===== src/rtl/hfc_pkg.sv =====
package hfc_pkg;
  localparam int HOST_W = 32;
  localparam int CORE_W = 24;
  localparam int HALF_W = 16;
  localparam int FMT_W  = 2;

  localparam logic BUS_PCI     = 1'b0;
  localparam logic BUS_GENERIC = 1'b1;

  typedef struct packed {
    logic push1;
    logic push2;
    logic pop;
  } hfcStrobes_t;
endpackage


===== src/rtl/hfc_ctrl.sv =====
module hfc_ctrl
  import hfc_pkg::*;
#(
  parameter int DEPTH = 4,
  localparam int CW = $clog2(DEPTH + 1)
) (
  input  logic             clk,
  input  logic             rstN,
  input  logic             busMode,
  input  logic             idleMode,
  input  logic             fmtReqValid,
  input  logic [FMT_W-1:0] fmtReq,
  input  logic             hostWrValid,
  input  logic             popReq,
  input  logic [CW-1:0]    fillLevel,
  output logic [FMT_W-1:0] fmtCur,
  output logic             fmtApplied,
  output logic             hostWrReady,
  output logic             splitMode,
  output hfcStrobes_t      strobes
);
  logic             pendValid;
  logic [FMT_W-1:0] pendFmt;
  logic [CW-1:0]    freeSlots;
  logic             haveSpace;
  logic             crossing;
  logic             applyNow;
  logic             accept;

  always_comb begin
    splitMode   = (busMode == BUS_PCI) && (fmtCur == '0);
    freeSlots   = CW'(DEPTH) - fillLevel;
    haveSpace   = splitMode ? (freeSlots >= CW'(2)) : (freeSlots >= CW'(1));
    crossing    = (busMode == BUS_PCI) && ((fmtCur == '0) != (pendFmt == '0));
    applyNow    = pendValid && (fillLevel == '0) && (!crossing || idleMode);
    hostWrReady = haveSpace && !applyNow;
    accept      = hostWrValid && hostWrReady;
    strobes.push1 = accept;
    strobes.push2 = accept && splitMode;
    strobes.pop   = popReq && (fillLevel != '0);
  end

  always_ff @(posedge clk or negedge rstN) begin
    if (!rstN) begin
      pendValid  <= 1'b0;
      pendFmt    <= '0;
      fmtCur     <= '0;
      fmtApplied <= 1'b0;
    end else begin
      fmtApplied <= applyNow;
      if (applyNow) fmtCur <= pendFmt;
      if (fmtReqValid) begin
        pendValid <= 1'b1;
        pendFmt   <= fmtReq;
      end else if (applyNow) begin
        pendValid <= 1'b0;
      end
    end
  end
endmodule


===== src/rtl/hfc_datapath.sv =====
module hfc_datapath
  import hfc_pkg::*;
#(
  parameter int DEPTH = 4,
  localparam int CW = $clog2(DEPTH + 1),
  localparam int PW = (DEPTH > 1) ? $clog2(DEPTH) : 1
) (
  input  logic              clk,
  input  logic              rstN,
  input  logic              busMode,
  input  logic [FMT_W-1:0]  fmtCur,
  input  logic [HOST_W-1:0] hostWrData,
  input  hfcStrobes_t       strobes,
  output logic [CW-1:0]     fillLevel,
  output logic [CORE_W-1:0] popData
);
  localparam int PAD_W = CORE_W - HALF_W;

  logic [CORE_W-1:0] mem [DEPTH];
  logic [PW-1:0]     wrPtr;
  logic [PW-1:0]     rdPtr;
  logic [CORE_W-1:0] word0;
  logic [CORE_W-1:0] word1;
  logic [HALF_W-1:0] lowHalf;

  always_comb begin
    lowHalf = hostWrData[HALF_W-1:0];
    word1   = {{PAD_W{1'b0}}, hostWrData[HOST_W-1:HALF_W]};
    if (busMode == BUS_PCI) begin
      unique case (fmtCur)
        2'd0:    word0 = {{PAD_W{1'b0}}, lowHalf};
        2'd3:    word0 = hostWrData[HOST_W-1:HOST_W-CORE_W];
        default: word0 = hostWrData[CORE_W-1:0];
      endcase
    end else begin
      unique case (fmtCur)
        2'd0:    word0 = hostWrData[CORE_W-1:0];
        2'd1:    word0 = {{PAD_W{1'b0}}, lowHalf};
        2'd2:    word0 = {{PAD_W{lowHalf[HALF_W-1]}}, lowHalf};
        default: word0 = {lowHalf, {PAD_W{1'b0}}};
      endcase
    end
  end

  always_ff @(posedge clk) begin
    if (strobes.push1) mem[wrPtr] <= word0;
    if (strobes.push2) mem[wrPtr + PW'(1)] <= word1;
  end

  always_ff @(posedge clk or negedge rstN) begin
    if (!rstN) begin
      wrPtr     <= '0;
      rdPtr     <= '0;
      fillLevel <= '0;
    end else begin
      if (strobes.push1) wrPtr <= wrPtr + PW'(1) + PW'(strobes.push2);
      if (strobes.pop)   rdPtr <= rdPtr + PW'(1);
      fillLevel <= fillLevel + CW'(strobes.push1) + CW'(strobes.push2)
                 - CW'(strobes.pop);
    end
  end

  assign popData = mem[rdPtr];
endmodule


===== src/rtl/hostFmtConv.sv =====
module hostFmtConv
  import hfc_pkg::*;
#(
  parameter int DEPTH = 4
) (
  input  logic              clk,
  input  logic              rstN,
  input  logic              busMode,
  input  logic              idleMode,
  input  logic              fmtReqValid,
  input  logic [FMT_W-1:0]  fmtReq,
  output logic [FMT_W-1:0]  fmtCur,
  output logic              fmtApplied,
  input  logic              hostWrValid,
  input  logic [HOST_W-1:0] hostWrData,
  output logic              hostWrReady,
  input  logic              popReq,
  output logic [CORE_W-1:0] popData,
  output logic              popValid
);
  localparam int CW = $clog2(DEPTH + 1);

  hfcStrobes_t   strobes;
  logic [CW-1:0] fillLevel;
  logic          splitMode;

  hfc_ctrl #(.DEPTH(DEPTH)) u_ctrl (
    .clk(clk), .rstN(rstN), .busMode(busMode), .idleMode(idleMode),
    .fmtReqValid(fmtReqValid), .fmtReq(fmtReq), .hostWrValid(hostWrValid),
    .popReq(popReq), .fillLevel(fillLevel), .fmtCur(fmtCur),
    .fmtApplied(fmtApplied), .hostWrReady(hostWrReady),
    .splitMode(splitMode), .strobes(strobes)
  );

  hfc_datapath #(.DEPTH(DEPTH)) u_dp (
    .clk(clk), .rstN(rstN), .busMode(busMode), .fmtCur(fmtCur),
    .hostWrData(hostWrData), .strobes(strobes), .fillLevel(fillLevel),
    .popData(popData)
  );

  assign popValid = (fillLevel != '0);
endmodule


===== config.mk =====
export PLATFORM = sky130hd
export DESIGN_NAME = hostFmtConv
export DESIGN_NICKNAME = d
export VERILOG_FILES = /design/src/rtl/hfc_pkg.sv /design/src/rtl/hfc_ctrl.sv /design/src/rtl/hfc_datapath.sv /design/src/rtl/hostFmtConv.sv
export SDC_FILE = /design/constraint.sdc
export NUM_CORES = 1
export LEC_CHECK = 0
export BUFFER_PORTS_ARGS = -buffer_cell sky130_fd_sc_hd__buf_2
export CORE_UTILIZATION = 55
export CTS_CLUSTER_DIAMETER = 40
export DETAILED_ROUTE_END_ITERATION = 12
export HOLD_SLACK_MARGIN = 0.06
export PLACE_DENSITY = 0.87
export SLEW_MARGIN = 10
export SYNTH_ARGS = -nofsm -noshare
export SYNTH_HDL_FRONTEND = slang
export SYNTH_SLANG_ARGS = --single-unit
export TNS_END_PERCENT = 50

===== constraint.sdc =====
create_clock -name clk -period 4.4 [get_ports clk]
set_input_delay 0.88 -clock clk [delete_from_list [all_inputs] [get_ports clk]]
set_output_delay 0.88 -clock clk [all_outputs]
set_load 0.05 [all_outputs]

==> impl_metrics.env, run 1 <==
export IMPL_run_status="finished, final reports clean"
export IMPL_via_count=4737
export IMPL_netlist_area_leader_share=0.317
export IMPL_proportion_of_register_bits_with_asynchronous_set_or_reset_after_synthesis=0.119
export IMPL_cp_slowest_cell="a211o_1"
export IMPL_layout_fillers=835
export IMPL_synth_top_area_cell="edfxtp_1"
export IMPL_resized_cells_post_cts=0
export IMPL_cellLeakagePower_nw=2.37
export IMPL_start_kind="flop"
export IMPL_power_share_switching=0.486
export IMPL_cts_sinks=109
export IMPL_insertedDiodeCount=0
export IMPL_mostFrequentLayoutCell="nand2_1"
export IMPL_grt_antenna_before_repair=0
export IMPL_post_synth_inst_count=531
export IMPL_multi_input_area_sq_um=2860
export IMPL_grt_first_pass_wirelength_microns=24100
export IMPL_clockPowerShare=0.112
export IMPL_detailedRoute_firstIterationViolations=614
export IMPL_flops_latches_synth=109
export IMPL_postRouteWirelength_microns=15200
export IMPL_worst_slew_pin_slew_ns=1.13
export IMPL_dieArea_sq_um=11400
export IMPL_floorplan_core_area_sq_um=10500
export IMPL_antenna_violating_nets_remaining=0
export IMPL_finish_net_count=637
export IMPL_first_global_vias=4636
export IMPL_final_cell_mix="nand2_1, buf_2, edfxtp_1, o31ai_1, nor2_1"
export IMPL_post_route_drc_count=0
export IMPL_place_detailed_hpwl_microns=10300
export IMPL_totalNegativeSetupSlack_ns=0
export IMPL_worst_endpoint_arrival_ns=2.93
export IMPL_numPortBuffers=69
export IMPL_power_internal_w=0.00278
export IMPL_routedWlPerCell_microns=21.1
export IMPL_critical_path_max_stage_delay_ns=0.50
export IMPL_worstSetupPathType="reg -> out"
export IMPL_crit_buf_inv=3
export IMPL_ir_worst_vdd_mv=0.583
export IMPL_crit_path_max_fanout=15
export IMPL_area_growth_pct=9.31
export IMPL_powerDensity_nw_per_um2=815
export IMPL_final_layout_size_suffix_gt1_frac=0.252
export IMPL_grt_setup_unrepaired="no"
export IMPL_grt_max_degree=42
export IMPL_critPathCaptureType="output port"
export IMPL_io_pins=70
export IMPL_synthesis_nets=589
export IMPL_finalHoldViolCount=0
export IMPL_drt_pass1_iterations=5
export IMPL_ff2ff_setup_slack_ns=0.60
export IMPL_ff_latch_area_sq_um=2890
export IMPL_path_common_cell="inv_1"
export IMPL_gr_total_overflow=0
export IMPL_slew_viol_final=0
export IMPL_cap_violations=0
export IMPL_fin_crit_sh=0.866
export IMPL_netSwitchingPower_w=0.00262
export IMPL_cell_area_after_synthesis_sq_um=6060
export IMPL_die_y_microns=107
export IMPL_postCtsSetupRepairBufs=0
export IMPL_timing_critical_path_cells="inv_1 -> ha_1 -> or3_1 -> a211o_1 -> nand2_1 -> inv_1 -> a21oi_1 -> buf_2"
export IMPL_timing_reg2reg_worst_path_depth=11
export IMPL_holdBufCountCts=0
export IMPL_routability_congestion_estimate=0.939
export IMPL_power_share_sequential=0.311
export IMPL_synth_edff_count=64
export IMPL_routed_via_density=6.58
export IMPL_cts_buffers=9
export IMPL_grtUsageTotal=0.279
export IMPL_die_width_microns=107
export IMPL_regToRegStartpoint="u_ctrl.fmtCur[0]$_DFFE_PN0P_"
export IMPL_timing_hold_worst_class="in -> async"
export IMPL_min_period_ns=3.81
export IMPL_utilization=0.631
export IMPL_synth_warnings=0
export IMPL_comb_power_share=0.577
export IMPL_starting_density_of_the_core=0.577
export IMPL_synth_yosys_seq_area_share=0.476
export IMPL_worst_clock_skew_ns=0.0104
export IMPL_insertion_delay_ns=0.37
export IMPL_yosys_most_used_dff="edfxtp_1"
export IMPL_total_power_w=0.00540
export IMPL_cts_htree_levels=3
export IMPL_clockRootBuffer="clkbuf_8"
export IMPL_relSlewSlack=0.244
export IMPL_worstReg2RegEnd="u_dp.fillLevel[1]$_DFF_PN0_"
export IMPL_path_delay_family="compound AO/OA/AOI/OAI gates"
export IMPL_clock_path_buffers=2
export IMPL_cts_tree="yes"
export IMPL_rows=37
export IMPL_synth_area_leaders="edfxtp_1, dfxtp_1, mux4_2, o31ai_1, nand2_1"
export IMPL_syn_avg_cell_area_sq_um=11.4
export IMPL_path_clk_slew_ns=0.10
export IMPL_finalSetupViolations=0
export IMPL_cp_data_required_time_ns=3.52
export IMPL_yosys_cell_types_count=46
export IMPL_fmaxAchievable_mhz=262
-- power groups by stage --
stage | logic (W) | clock network, W | registers, W
6_report | 0.00311 | 0.000605 | 0.00168
5_1_grt | 0.00333 | 0.000646 | 0.00172
4_1_cts | 0.00311 | 0.000602 | 0.00168
3_5_place_dp | 0.00309 | 0 | 0.00170
3_3_place_gp | 0.00302 | 0 | 0.00167
2_1_floorplan | 0.00245 | 0 | 0.00168
-- area by class of cell --
| type | instances | share of cell area |
|---|---|---|
| Clock buffer | 11 | 0.0198 |
| Clock inverter | 5 | 0.00887 |
| Inverter | 13 | 0.00736 |
| Multi-Input combinational cell | 361 | 0.432 |
| Sequential cell | 109 | 0.436 |
| Tap cell | 136 | 0.0257 |
| Timing Repair Buffer | 85 | 0.0702 |
-- per-layer routing --
layer  track usage  vias to the layer above  wire, microns
met1         0.350                     2283           5820
li1              -                     2115              -
met2         0.458                      294           7430
met4         0.156                        0            550
met3        0.0480                       45           1420
met5        0.0143                        -              0
-- cells in the mapped netlist (2+ instances only) --
cell type	number
o21ai_0	4
nor2_1	38
nand2b_1	5
a221o_1	4
o31ai_2	9
fa_1	2
mux4_2	24
o31ai_1	54
xor2_1	2
buf_6	12
nand2_1	88
nor4_2	4
inv_1	13
a222oi_1	8
edfxtp_1	64
dfxtp_1	32
buf_1	3
a21oi_1	20
a22oi_1	15
ha_1	15
buf_2	8
clkbuf_1	24
a221oi_4	4
nor2b_1	12
dfrtp_1	13
and2_1	2
or2_2	2
xnor2_1	3
mux2_2	3
a211oi_1	28
-- metrics by stage --
step	hold WS (ns)	instances	instance area [sq um]	worst slack, ns
after global placement	0.441	704	6440	0.767
after global routing	0.394	720	6630	0.362
after floorplan	0.433	531	6060	0.748
after detailed placement	0.455	704	6440	0.616
final	0.384	720	6630	0.588
after CTS	0.393	720	6630	0.597
-- kinds of logic (layout without fill, tap and decap cells) --
logic type               Yosys count  after routing  synth area share
AND/OR/NAND/NOR                  156            156             0.114
adder cells (fa/ha/maj)           17             17            0.0376
multiplexers                      29             29             0.100
flip-flops                       109            109             0.476
AO/OA/AOI/OAI                    154            154             0.208
buffers and inverters             61            114            0.0570
XOR/XNOR                           5              5           0.00723
-- how the worst max path moves through the flow --
stage / from / end / depth (start not counted)
floorplan: u_ctrl.fmtCur[0]$_DFFE_PN0P_ / hostWrReady / 8
global placement: u_ctrl.fmtCur[0]$_DFFE_PN0P_ / u_dp.fillLevel[1]$_DFF_PN0_ / 11
detailed placement: u_ctrl.fmtCur[0]$_DFFE_PN0P_ / u_dp.fillLevel[1]$_DFF_PN0_ / 11
CTS: u_ctrl.fmtCur[0]$_DFFE_PN0P_ / hostWrReady / 8
global route: u_ctrl.fmtCur[0]$_DFFE_PN0P_ / u_dp.fillLevel[1]$_DFF_PN0_ / 11
finish: u_ctrl.fmtCur[0]$_DFFE_PN0P_ / hostWrReady / 8
-- sequential cells by signal, indices dropped and copies added, names as in the netlist --
name / flops
u_ctrl.fmtApplied: 1
u_ctrl.fmtCur: 2
u_ctrl.pendFmt: 2
u_ctrl.pendValid: 1
u_dp.fillLevel: 3
u_dp.mem: 96
u_dp.rdPtr: 2
u_dp.wrPtr: 2
(Power assumes the default switching activity.)
==> inputs of run 2 (changes only) <==
--- a/config.mk
+++ b/config.mk
@@ -7,6 +7,7 @@
 export LEC_CHECK = 0
 export BUFFER_PORTS_ARGS = -buffer_cell sky130_fd_sc_hd__buf_2
 export CORE_UTILIZATION = 55
+export CTS_BUF_LIST = sky130_fd_sc_hd__clkbuf_8
 export CTS_CLUSTER_DIAMETER = 40
 export DETAILED_ROUTE_END_ITERATION = 12
 export HOLD_SLACK_MARGIN = 0.06
==> impl_metrics.env, run 2 (same netlist as run 1, synthesis figures left out) <==
export IMPL_ir_worst_vdd_mv=0.587
export IMPL_fin_crit_sh=0.867
export IMPL_ff2ff_setup_slack_ns=0.60
export IMPL_routability_congestion_estimate=0.939
export IMPL_starting_density_of_the_core=0.577
export IMPL_drt_pass1_iterations=6
export IMPL_cap_violations=0
export IMPL_met1_usage=0.350
export IMPL_layout_fillers=835
export IMPL_run_status="finished, final reports clean"
export IMPL_detailed_place_area_sq_um=6440
export IMPL_start_kind="flop"
export IMPL_io_pins=70
export IMPL_worst_slew_pin_slew_ns=1.14
export IMPL_path_delay_family="compound AO/OA/AOI/OAI gates"
export IMPL_crit_path_max_fanout=15
export IMPL_totalNegativeSetupSlack_ns=0
export IMPL_powerDensity_nw_per_um2=815
export IMPL_rows=37
export IMPL_place_detailed_hpwl_microns=10300
export IMPL_grtUsageTotal=0.279
export IMPL_critPathCaptureType="output port"
export IMPL_dieArea_sq_um=11400
export IMPL_first_global_vias=4636
export IMPL_insertion_delay_ns=0.37
export IMPL_crit_buf_inv=3
export IMPL_crit_cells=8
export IMPL_path_common_cell="inv_1"
export IMPL_grt_setup_unrepaired="no"
export IMPL_flip_flop_count_of_the_largest_register_all_copies_and_words_added=96
export IMPL_numPortBuffers=69
export IMPL_final_area_sq_um=6630
export IMPL_gr_total_overflow=0
export IMPL_ff_latch_area_sq_um=2890
export IMPL_postRouteWirelength_microns=15300
export IMPL_min_period_ns=3.81
export IMPL_gr_peak_layer="met2"
export IMPL_postCtsSetupRepairBufs=0
export IMPL_cp_data_required_time_ns=3.52
export IMPL_post_route_drc_count=0
export IMPL_grt_max_degree=42
export IMPL_cts_sinks=109
export IMPL_via_count=4761
export IMPL_max_flop_register="u_dp.mem"
export IMPL_die_width_microns=107
export IMPL_grt_util_met3=0.0480
export IMPL_worst_endpoint_arrival_ns=2.93
export IMPL_die_y_microns=107
export IMPL_cts_buffers=9
export IMPL_holdBufCountCts=0
export IMPL_relSlewSlack=0.234
export IMPL_timing_hold_worst_class="in -> async"
export IMPL_area_growth_pct=9.31
export IMPL_finish_net_count=637
export IMPL_grtUsageMet2=0.458
export IMPL_cellLeakagePower_nw=2.38
export IMPL_worst_clock_skew_ns=0.0101
export IMPL_finalHoldViolCount=0
export IMPL_cts_htree_levels=3
export IMPL_clockRootBuffer="clkbuf_8"
export IMPL_final_layout_size_suffix_gt1_frac=0.252
export IMPL_timing_critical_path_cells="inv_1 -> ha_1 -> or3_1 -> a211o_1 -> nand2_1 -> inv_1 -> a21oi_1 -> buf_2"
export IMPL_mostFrequentLayoutCell="nand2_1"
export IMPL_grt_first_pass_wirelength_microns=24100
export IMPL_routed_via_density=6.61
export IMPL_insertedDiodeCount=0
export IMPL_path_clk_slew_ns=0.10
export IMPL_detailedRoute_firstIterationViolations=605
export IMPL_grt_antenna_before_repair=0
export IMPL_cp_slowest_cell="a211o_1"
export IMPL_fin_worst_hold_slack_ns=0.384
export IMPL_clock_path_buffers=2
export IMPL_slew_viol_final=0
export IMPL_finalSetupViolations=0
export IMPL_critical_path_max_stage_delay_ns=0.50
export IMPL_final_cell_mix="nand2_1, buf_2, edfxtp_1, o31ai_1, nor2_1"
export IMPL_resized_cells_post_cts=0
export IMPL_multi_input_area_sq_um=2860
export IMPL_floorplan_core_area_sq_um=10500
export IMPL_cts_tree="yes"
export IMPL_top_registers="u_dp.mem (96), u_dp.fillLevel (3)"
export IMPL_timing_reg2reg_worst_path_depth=11
export IMPL_fmaxAchievable_mhz=262
export IMPL_routedWlPerCell_microns=21.2
export IMPL_worstSetupPathType="reg -> out"
export IMPL_antenna_violating_nets_remaining=0
run 2: changes by cell type in the layout (fill, tap and decap cells not counted):
cell | previous run | this run
clkbuf_1 | 2 | 0
inv_1 | 13 | 15
run 2: worst paths after layout:
check	from	endpoint
max in group asynchronous	rstN	u_ctrl.fmtCur[0]$_DFFE_PN0P_
hold / removal	rstN	u_dp.wrPtr[0]$_DFFE_PN0N_
setup / recovery	u_ctrl.fmtCur[0]$_DFFE_PN0P_	hostWrReady
setup reg to reg	u_ctrl.fmtCur[0]$_DFFE_PN0P_	u_dp.fillLevel[1]$_DFF_PN0_
min in group clk	u_dp.mem[0][23]$_SDFFE_PP0P_	u_dp.mem[0][23]$_SDFFE_PP0P_
hold reg to reg	u_dp.mem[0][23]$_SDFFE_PP0P_	u_dp.mem[0][23]$_SDFFE_PP0P_
run 2: per-stage QoR:
stage                     cells  worst slack [ns]  utilization  power (W)
after floorplan             531             0.748            -    0.00413
after global placement      704             0.767        0.612    0.00469
final                       720             0.587        0.631    0.00540
after detailed placement    704             0.616        0.612    0.00480
after CTS                   720             0.597        0.631    0.00539
after global routing        720             0.362        0.631    0.00570
run 2: routing by layer:
| layer | share of wire | vias up |
|---|---|---|
| met2 | 0.49 | 307 |
| met1 | 0.37 | 2292 |
| met4 | 0.037 | 0 |
| li1 | - | 2111 |
| met3 | 0.10 | 51 |
| met5 | 0 | - |
run 2: final cells by class:
type | count | area share
clock inverters | 7 | 0.0100
inverters | 13 | 0.00736
well taps | 136 | 0.0257
clock buffers | 9 | 0.0187
repair buffers | 85 | 0.0702
flip-flops and latches | 109 | 0.436
multi-input cells | 361 | 0.432
run 2: report_power, final:
part	leakage, nW	switching, W	internal, W
Clock	0.0982	0.000340	0.000261
Combinational	1.26	0.00212	0.000996
Sequential	1.02	0.000164	0.00152
Total	2.38	0.00263	0.00277
